`src/rtl/pwm_pkg.sv`:
```
`timescale 1ns/1ps
package pwm_pkg;
  localparam int CLK_SEL_W = 4;
  localparam logic [CLK_SEL_W-1:0] SEL_EXT_A = 4'hB;
  localparam logic [CLK_SEL_W-1:0] SEL_EXT_B = 4'hC;

  localparam logic [4:0] ADR_MODE   = 5'h00;
  localparam logic [4:0] ADR_DUTY   = 5'h04;
  localparam logic [4:0] ADR_PERIOD = 5'h08;
  localparam logic [4:0] ADR_COUNT  = 5'h0C;
  localparam logic [4:0] ADR_UPDATE = 5'h10;

  localparam int BIT_UPD_PERIOD = 10;
  localparam int BIT_IDLE_HIGH  = 9;
  localparam int BIT_CENTER     = 8;

  typedef struct packed {
    logic                 updPeriod;
    logic                 idleHigh;
    logic                 center;
    logic [CLK_SEL_W-1:0] clkSel;
  } modeCfgT;

  typedef struct packed {
    logic tick;
    logic halt;
  } pwmStrobeT;
endpackage

```
`src/rtl/pwm_ctrl.sv`:
```
`timescale 1ns/1ps
module pwm_ctrl
  import pwm_pkg::*;
#(
  parameter int CNT_W   = 20,
  parameter int PRE_MAX = 10
) (
  input  logic             clk,
  input  logic             rstN,
  input  logic             chanEn,
  input  logic             wrEn,
  input  logic [4:0]       addr,
  input  logic [CNT_W-1:0] wrData,
  input  logic             extATick,
  input  logic             extBTick,
  input  logic [CNT_W-1:0] cntVal,
  input  logic             wrap,
  output pwmStrobeT        strb,
  output modeCfgT          modeCfg,
  output logic [CNT_W-1:0] dutyReg,
  output logic [CNT_W-1:0] periodReg,
  output logic [CNT_W-1:0] rdData
);
  localparam int PRE_W = PRE_MAX;

  logic [PRE_W-1:0] preCnt;
  logic [PRE_W-1:0] preLimit;
  logic             preHit;
  logic [CNT_W-1:0] updBuf;
  logic             updPending;
  logic             updTgtPeriod;
  logic             wrMode, wrDuty, wrPeriod, wrUpdate;

  assign wrMode   = wrEn && (addr == ADR_MODE);
  assign wrDuty   = wrEn && (addr == ADR_DUTY);
  assign wrPeriod = wrEn && (addr == ADR_PERIOD);
  assign wrUpdate = wrEn && (addr == ADR_UPDATE);

  // prescaler: preLimit = 2^sel - 1
  assign preLimit = (PRE_W'(1) << modeCfg.clkSel) - PRE_W'(1);
  assign preHit   = (preCnt == preLimit);

  always_ff @(posedge clk) begin
    if (!rstN || !chanEn || (32'(modeCfg.clkSel) > PRE_MAX)) preCnt <= '0;
    else if (preHit)                                        preCnt <= '0;
    else                                                    preCnt <= preCnt + PRE_W'(1);
  end

  always_comb begin
    strb.halt = !chanEn;
    strb.tick = 1'b0;
    if (chanEn) begin
      if (32'(modeCfg.clkSel) <= PRE_MAX) strb.tick = preHit;
      else if (modeCfg.clkSel == SEL_EXT_A) strb.tick = extATick;
      else if (modeCfg.clkSel == SEL_EXT_B) strb.tick = extBTick;
    end
  end

  always_ff @(posedge clk) begin
    if (!rstN) modeCfg <= '0;
    else if (wrMode) begin
      modeCfg.updPeriod <= wrData[BIT_UPD_PERIOD];
      modeCfg.idleHigh  <= wrData[BIT_IDLE_HIGH];
      modeCfg.center    <= wrData[BIT_CENTER];
      modeCfg.clkSel    <= wrData[CLK_SEL_W-1:0];
    end
  end

  // duty/period: direct writes while stopped, buffered commit at boundary
  always_ff @(posedge clk) begin
    if (!rstN) begin
      dutyReg   <= '0;
      periodReg <= '0;
    end else begin
      if (wrap && updPending) begin
        if (updTgtPeriod) periodReg <= updBuf;
        else              dutyReg   <= updBuf;
      end
      if (wrDuty && !chanEn)   dutyReg   <= wrData;
      if (wrPeriod && !chanEn) periodReg <= wrData;
    end
  end

  always_ff @(posedge clk) begin
    if (!rstN) begin
      updBuf       <= '0;
      updPending   <= 1'b0;
      updTgtPeriod <= 1'b0;
    end else begin
      if (wrap && updPending) updPending <= 1'b0;
      if (wrUpdate) begin
        updBuf       <= wrData;
        updPending   <= 1'b1;
        updTgtPeriod <= modeCfg.updPeriod;
      end
    end
  end

  always_comb begin
    rdData = '0;
    unique case (addr)
      ADR_MODE: begin
        rdData[BIT_UPD_PERIOD]  = modeCfg.updPeriod;
        rdData[BIT_IDLE_HIGH]   = modeCfg.idleHigh;
        rdData[BIT_CENTER]      = modeCfg.center;
        rdData[CLK_SEL_W-1:0]   = modeCfg.clkSel;
      end
      ADR_DUTY:   rdData = dutyReg;
      ADR_PERIOD: rdData = periodReg;
      ADR_COUNT:  rdData = cntVal;
      ADR_UPDATE: rdData = updBuf;
      default:    rdData = '0;
    endcase
  end
endmodule

```
`src/rtl/pwm_datapath.sv`:
```
`timescale 1ns/1ps
module pwm_datapath
  import pwm_pkg::*;
#(
  parameter int CNT_W = 20
) (
  input  logic             clk,
  input  logic             rstN,
  input  pwmStrobeT        strb,
  input  logic             center,
  input  logic             idleHigh,
  input  logic [CNT_W-1:0] periodReg,
  input  logic [CNT_W-1:0] dutyReg,
  output logic [CNT_W-1:0] cntVal,
  output logic             wrap,
  output logic             irq,
  output logic             pwmOut
);
  logic             countDown;
  logic [CNT_W-1:0] nextCnt;
  logic             nextDown;
  logic             active;

  always_comb begin
    nextCnt  = cntVal;
    nextDown = countDown;
    wrap     = 1'b0;
    if (strb.halt) begin
      nextCnt  = '0;
      nextDown = 1'b0;
    end else if (strb.tick) begin
      if (!center) begin
        if (cntVal >= periodReg) begin
          nextCnt = '0;
          wrap    = 1'b1;
        end else begin
          nextCnt = cntVal + CNT_W'(1);
        end
      end else if (!countDown) begin
        if (cntVal >= periodReg) begin
          if (periodReg <= CNT_W'(1)) begin
            nextCnt = '0;
            wrap    = 1'b1;
          end else begin
            nextCnt  = cntVal - CNT_W'(1);
            nextDown = 1'b1;
          end
        end else begin
          nextCnt = cntVal + CNT_W'(1);
        end
      end else begin
        if (cntVal <= CNT_W'(1)) begin
          nextCnt  = '0;
          nextDown = 1'b0;
          wrap     = 1'b1;
        end else begin
          nextCnt = cntVal - CNT_W'(1);
        end
      end
    end
  end

  always_ff @(posedge clk) begin
    if (!rstN) begin
      cntVal    <= '0;
      countDown <= 1'b0;
      irq       <= 1'b0;
    end else begin
      cntVal    <= nextCnt;
      countDown <= nextDown;
      irq       <= wrap;
    end
  end

  assign active = !strb.halt && (cntVal < dutyReg);
  assign pwmOut = active ? !idleHigh : idleHigh;
endmodule

```
`src/rtl/pwm_channel.sv`:
```
`timescale 1ns/1ps
module pwm_channel
  import pwm_pkg::*;
#(
  parameter int CNT_W   = 20,
  parameter int PRE_MAX = 10
) (
  input  logic             clk,
  input  logic             rstN,
  input  logic             chanEn,
  input  logic             wrEn,
  input  logic [4:0]       addr,
  input  logic [CNT_W-1:0] wrData,
  output logic [CNT_W-1:0] rdData,
  input  logic             extATick,
  input  logic             extBTick,
  output logic             pwmOut,
  output logic             irq
);
  pwmStrobeT        strb;
  modeCfgT          modeCfg;
  logic [CNT_W-1:0] dutyReg;
  logic [CNT_W-1:0] periodReg;
  logic [CNT_W-1:0] cntVal;
  logic             wrap;

  pwm_ctrl #(.CNT_W(CNT_W), .PRE_MAX(PRE_MAX)) u_ctrl (
    .clk(clk), .rstN(rstN), .chanEn(chanEn), .wrEn(wrEn), .addr(addr),
    .wrData(wrData), .extATick(extATick), .extBTick(extBTick),
    .cntVal(cntVal), .wrap(wrap), .strb(strb), .modeCfg(modeCfg),
    .dutyReg(dutyReg), .periodReg(periodReg), .rdData(rdData)
  );

  pwm_datapath #(.CNT_W(CNT_W)) u_dp (
    .clk(clk), .rstN(rstN), .strb(strb), .center(modeCfg.center),
    .idleHigh(modeCfg.idleHigh), .periodReg(periodReg), .dutyReg(dutyReg),
    .cntVal(cntVal), .wrap(wrap), .irq(irq), .pwmOut(pwmOut)
  );
endmodule

```
`config.mk`:
```
export PLATFORM = sky130hd
export DESIGN_NAME = pwm_channel
export DESIGN_NICKNAME = d
export VERILOG_FILES = /design/src/rtl/pwm_pkg.sv /design/src/rtl/pwm_ctrl.sv /design/src/rtl/pwm_datapath.sv /design/src/rtl/pwm_channel.sv
export SDC_FILE = /design/constraint.sdc
export NUM_CORES = 1
export LEC_CHECK = 0
export ABC_AREA = 0
export BUFFER_PORTS_ARGS = -buffer_cell sky130_fd_sc_hd__buf_2
export CELL_PAD_IN_SITES_DETAIL_PLACEMENT = 0
export CELL_PAD_IN_SITES_GLOBAL_PLACEMENT = 1
export CORE_ASPECT_RATIO = 0.9
export CORE_UTILIZATION = 46
export CTS_CLUSTER_SIZE = 8
export DETAILED_ROUTE_END_ITERATION = 12
export PLACE_DENSITY_LB_ADDON = 0.1
export SYNTH_ARGS = -nofsm -noshare
export SYNTH_HDL_FRONTEND = slang
export SYNTH_SLANG_ARGS = --single-unit
```
`constraint.sdc`:
```
create_clock -name clk -period 4.52 [get_ports clk]
set_input_delay 0.226 -clock clk [delete_from_list [all_inputs] [get_ports clk]]
set_output_delay 0.226 -clock clk [all_outputs]
set_load 0.02 [all_outputs]
```
== After elaboration in Yosys (flattened, before gate mapping) ==
Index checks and enable logic that the tools add are counted.

* Flip-flop bits (word level): 101
* Word-level logic and storage cells: 90

* Add/subtract/negate cells: 4
* Magnitude comparators: 6
* Eq/ne operators: 8
* Shifts and indexed selects: 1
* Multiplexer cells: 35
* Reductions and logical operators: 23

{| class="wikitable"
|+ Operator list
! operator !! number
|-
| $mux W20 || 12
|-
| $le A20 B1 Y1 const B || 2
|-
| $pmux W9 S4 || 1
|-
| $add A20 B1 Y20 const B || 1
|-
| $ge A20 B20 Y1 || 1
|-
| $lt A20 B20 Y1 || 1
|-
| $pmux W4 S5 || 1
|-
| $sub A20 B1 Y20 const B || 1
|-
| $mux W1 || 19
|-
| $pmux W4 S4 || 1
|-
| $pmux W3 S5 || 1
|-
| $add A10 B1 Y10 const B || 1
|-
| $eq A10 B10 Y1 || 1
|-
| $eq A5 B4 Y1 const B || 2
|-
| $shl A1 B4 Y10 const A || 1
|-
| $sub A10 B2 Y10 const B || 1
|-
| $eq A4 B4 Y1 const B || 2
|-
| $logic_and A1 B1 Y1 || 8
|-
| $reduce_and A2 Y1 || 4
|-
| $reduce_bool A2 Y1 || 4
|-
| $eq A5 B3 Y1 const B || 1
|-
| $eq A5 B5 Y1 const B || 1
|-
| $logic_not A5 Y1 || 1
|-
| $gt A4 B4 Y1 const B || 1
|-
| other kinds (5) || 8
|}

== Logic depth before layout (Yosys ltp) ==
* Depth in word-level cells: 10
* Depth in mapped cells: 15
* Gate-level depth less buffers: 11

== Hierarchy ==
A second synthesis with hierarchy kept.

* Cell total of the unflattened synthesis: 908
* Area total of the unflattened synthesis: 7209.4 µm²

{| class="wikitable"
|+ Modules (own cells, without submodules)
! module !! instances !! cells each !! area an instance (µm²) !! sequential area each (µm²)
|-
| pwm_ctrl || 1 || 502 || 4282.9 || 1581.5
|-
| pwm_datapath || 1 || 406 || 2926.6 || 440.4
|}

== Worst setup path before layout ==
Ideal clock, no wire load.

* Path type: register to register
* Start point: register u_ctrl.modeCfg[3] (netlist name)
* End point: register u_dp.cntVal[15]
* Setup time: 0.086 ns
* Data arrival time: 3.035 ns
* Required time: 4.434 ns
* Setup slack: 1.399 ns
* Cell stages (with the launch flop): 16
* Buffers on the path: 4
* Clock period less this slack: 3.121 ns
* Path through: dfxtp_1 > clkbuf_1 > clkbuf_1 > nor2_1 > nand3_1 > ha_1 > clkbuf_1 > xor2_1 > xnor2_1 > nand4_1 > nor3_1 > a41oi_2 > nor2_1 > buf_2 > a21oi_1 > a211oi_1

* Longest elaborated chain between the ends: 5
* Elaborated cells on any way between the ends: 10

{| class="wikitable"
|+ Ends and longest elaborated chain
! element !! RTL line !! source
|-
| $shl A1 B4 Y10 / $eq A4 B4 Y1 (equally long branches) || pwm_ctrl.sv:40, pwm_ctrl.sv:55 ||
|-
| $sub A10 B2 Y10 / $mux W1 (equally long branches) || pwm_ctrl.sv:40, pwm_ctrl.sv:55 ||
|-
| $eq A10 B10 Y1 / $mux W1 (equally long branches) || pwm_ctrl.sv:41, pwm_ctrl.sv:54 ||
|-
| $mux W1 * || pwm_ctrl.sv:53 || <nowiki>if (32'(modeCfg.clkSel) <= PRE_MAX) strb.tick = preHit;</nowiki>
|-
| $mux W1 * || pwm_ctrl.sv:52 || <nowiki>if (chanEn) begin</nowiki>
|-
| end signal: assignment || pwm_datapath.sv:69 || <nowiki>cntVal <= nextCnt;</nowiki>
|-
| end: declaration || pwm_datapath.sv:14 || <nowiki>output logic [CNT_W-1:0] cntVal,</nowiki>
|}

Mark *: on every way between the ends. The rest lies on a longest branch, timed or not.
A chain may end at the register's enable or synchronous reset.

== Final worst setup path ==
* Start point: register u_ctrl.modeCfg[3] (netlist name)
* End point: register u_dp.cntVal[14]

* Longest elaborated chain between the ends: 5
* Elaborated cells on any way between the ends: 10

{| class="wikitable"
|+ Ends and longest elaborated chain
! element !! RTL line
|-
| $shl A1 B4 Y10 / $eq A4 B4 Y1 (equally long branches) || pwm_ctrl.sv:40, pwm_ctrl.sv:55
|-
| $sub A10 B2 Y10 / $mux W1 (equally long branches) || pwm_ctrl.sv:40, pwm_ctrl.sv:55
|-
| $eq A10 B10 Y1 / $mux W1 (equally long branches) || pwm_ctrl.sv:41, pwm_ctrl.sv:54
|-
| $mux W1 * || pwm_ctrl.sv:53
|-
| $mux W1 * || pwm_ctrl.sv:52
|}

Marks and branches as above.

==> reports/results.ini <==
[global_routing]
overflow=0
grtUsageMet2_pct=46.9
top_usage_layer=met2
grt_pass1_wl_um=33800
grt_use_met1_pct=38.2
antenna_found_initial=0
grt_max_degree=70
first_global_vias=6204
track_usage_pct=28.5
met3_usage_pct=4.09

[clock_network]
cts-resized-gates=0
post-cts-setup-buffers=0
clkTransAtPathRegs_ns=0.07
clock_path_buffers=2
holdBufCountCts=0
htreeDepth=3
cts_sinks=101
cts_tree=done
cts-buffers-inserted=9
insertion_delay_ns=0.36
cts-root-buf=clkbuf_16

[setup_path]
cp_data_required_time_ns=4.72
rr_endpoint=u_dp.cntVal[14]
r2r_cells=11
worst_setup_path_end_kind=flip-flop
cp.arrival_ns=3.77
crit_path_max_fanout=22
r2r_start=u_ctrl.modeCfg[3]
path_class=reg2reg
critical_path.startpoint_type=flip-flop
r2r_slack_ns=0.95
endpoint=u_dp.cntVal[14]
startpoint=u_ctrl.modeCfg[3]

[synthesis]
synth.avg_cell_area_um2=7.80
synth-warning-count=0
synth_seq_cells=101
yosysUniqueCellTypes=64
synth_area_leader_cell=dfxtp_1
synth-edff-count=0
ys_top_cells_by_area=dfxtp_1, ha_1, nand2_1, mux2i_1, nor2_1
yosysSeqAreaShare_pct=29.4
syn_area_um2=6880
synth_top_area_share_pct=29.4
syn_inst=882
syn_nets=957
async_flop_share_pct=0
synth_ff_type=dfxtp_1

[drt]
antenna_left=0
route.detailed.drc=0
drt-initial-drc-count=575
post_drt_wl_per_cell_um=19.2
drtPass1Iterations=5
via_per_inst=6.02
vias=6631
totalWireLength_um=21100

[sta]
fin_ws_ns=0.954
slew_headroom_pct=30.9
finalCritPeriodShare_pct=78.9
max_freq_ghz=0.280
max_slew.worst_pin.slew_ns=1.03
setup_viol=0
finalHoldViolCount=0
slew_violations=0
min_period_ns=3.57
rsz0062_at_grt=false
skew_ns=0.00960
setup-tns-final_ns=0

[die]
core_area_um2=14700
die_x_um=131
rows=42
dieArea_um2=15500
initial_utilization_pct=46.9
die_h_um=118
io_pins=53

[placement]
dp_hpwl_um=14800
numPortBuffers=52
place_ws_ns=0.992
post_dp_cell_area_um2=7250
gp_congestion=0.849

[power]
static-leakage-power_nw=2.66
p_total_w=0.00192
power_density_nw_per_um2=254
vdd_drop_max_mv=0.196

[status]
status=finished clean

[finish]
area_growth_pct=9.62
drive_gt1_share_pct=13.1
final_util_pct=51.4
design_area_um2=7540
num_antenna_cells=0
final_nets=974
fillers=1450

[run]
max-cap-violations=0

[hold_path]
hold_path_class=in2reg

flip-flops by register name (all words and copies together) (netlist names):
signal and cells:
u_ctrl.preCnt 10, u_ctrl.periodReg 20, u_ctrl.dutyReg 20, u_ctrl.updBuf 20, u_ctrl.modeCfg 7, u_ctrl.updTgtPeriod 1, u_dp.irq 1, u_dp.cntVal 20
u_ctrl.updPending 1, u_dp.countDown 1
synthesized netlist by cell type (2+ instances only):
| master | count |
|---|---|
| nor3_1 | 11 |
| a2bb2oi_1 | 2 |
| nor2_1 | 97 |
| nand4_1 | 12 |
| nor2b_1 | 9 |
| o32ai_1 | 2 |
| a2111oi_0 | 4 |
| o22ai_1 | 11 |
| a211oi_1 | 27 |
| nand2_1 | 117 |
| a21oi_1 | 65 |
| a222oi_1 | 20 |
| xor2_1 | 12 |
| buf_2 | 7 |
| nor3b_1 | 2 |
| nor4b_1 | 5 |
| a31oi_1 | 3 |
| nand3_1 | 32 |
| or3_1 | 5 |
| a221oi_1 | 2 |
| mux2i_1 | 40 |
| clkbuf_1 | 47 |
| ha_1 | 44 |
| xnor2_1 | 10 |
| or2_2 | 2 |
| nand2b_1 | 5 |
| a21boi_0 | 2 |
| o2111ai_1 | 2 |
| buf_6 | 3 |
| and3_1 | 7 |
| o2bb2ai_1 | 2 |
| a21o_1 | 11 |
| and2_1 | 6 |
| a211oi_2 | 20 |
| buf_4 | 2 |
| inv_1 | 55 |
| o21ai_0 | 25 |
| dfxtp_1 | 101 |
| nor4_1 | 11 |
| o211ai_1 | 2 |
| a311oi_1 | 5 |
| a22oi_1 | 12 |
| o221ai_1 | 2 |
layout make-up:
cell class / count / area, µm² / share of cell area, %
multi-input cells: 665 / 4410 / 58.4
flip-flops and latches: 101 / 2020 / 26.8
repair buffers: 66 / 365 / 4.84
well taps: 198 / 248 / 3.28
clock buffers: 11 / 243 / 3.22
inverters: 56 / 210 / 2.79
clock inverters: 4 / 48.8 / 0.647
where the power goes:
| group | internal (W) | leakage (nW) | switching (W) | total, W |
|---|---|---|---|---|
| Combinational | 0.0000647 | 1.70 | 0.000146 | 0.000211 |
| Clock | 0.000441 | 0.145 | 0.000352 | 0.000793 |
| Sequential | 0.000898 | 0.814 | 0.0000131 | 0.000911 |
how the worst min path moves through the flow:
stage | from | endpoint | slack, ns | cells past startpoint
after detailed placement | u_ctrl.modeCfg[6] | u_ctrl.modeCfg[6] | 0.47 | 2
final | wrData[17] | u_ctrl.updBuf[17] | 0.12 | 3
after global placement | u_ctrl.modeCfg[6] | u_ctrl.modeCfg[6] | 0.47 | 2
after CTS | wrData[17] | u_ctrl.updBuf[17] | 0.11 | 3
after global routing | wrData[4] | u_ctrl.updBuf[4] | 0.13 | 3
after floorplan | wrData[0] | u_ctrl.updBuf[0] | 0.36 | 2
per-stage QoR:
step	hold WS, ns	std cells
final	0.124	1101
after global routing	0.133	1101
after CTS	0.114	1101
after detailed placement	0.472	1086
after global placement	0.467	1086
after floorplan	0.362	882
per-layer routing:
layer  share of wire [%]  wire (µm)
met1                  46       9730
met2                  47       9930
met3                 4.9       1040
met4                 1.9        393
met5                   0          0
cells in the final DEF, fill, tap and decap left out, types with 12 or more instances in the layout:
master      n
mux2i_1    40
xor2_1     12
o21ai_0    25
a22oi_1    12
nand3_1    32
a211oi_2   20
nand4_1    12
buf_4      14
nand2_1   117
a222oi_1   20
nor2_1     97
ha_1       44
a211oi_1   27
buf_2      52
a21oi_1    65
dfxtp_1   101
inv_1      55
critical path, cell delays in order (launching register included):
cell and delay [ns]:
dfxtp_1 0.76, nor2_1 0.12, nand3_1 0.12, ha_1 0.41, xor2_1 0.21, xnor2_1 0.14, nand4_1 0.12, nor3_1 0.20
a41oi_2 0.24, nand2b_1 0.50, a2111oi_0 0.49, a2111oi_0 0.11
cell families (layout without fill, tap and decap cells):
group,Yosys count,in the layout,synth area share (%)
buf+inv,116,137,6.89
mux,41,41,5.98
xor+xnor,22,22,2.80
simple gates,326,326,21.6
fa+ha+maj,44,44,8.00
flops,101,101,29.4
compound gates,232,232,25.3
(Power assumes the default switching activity.)
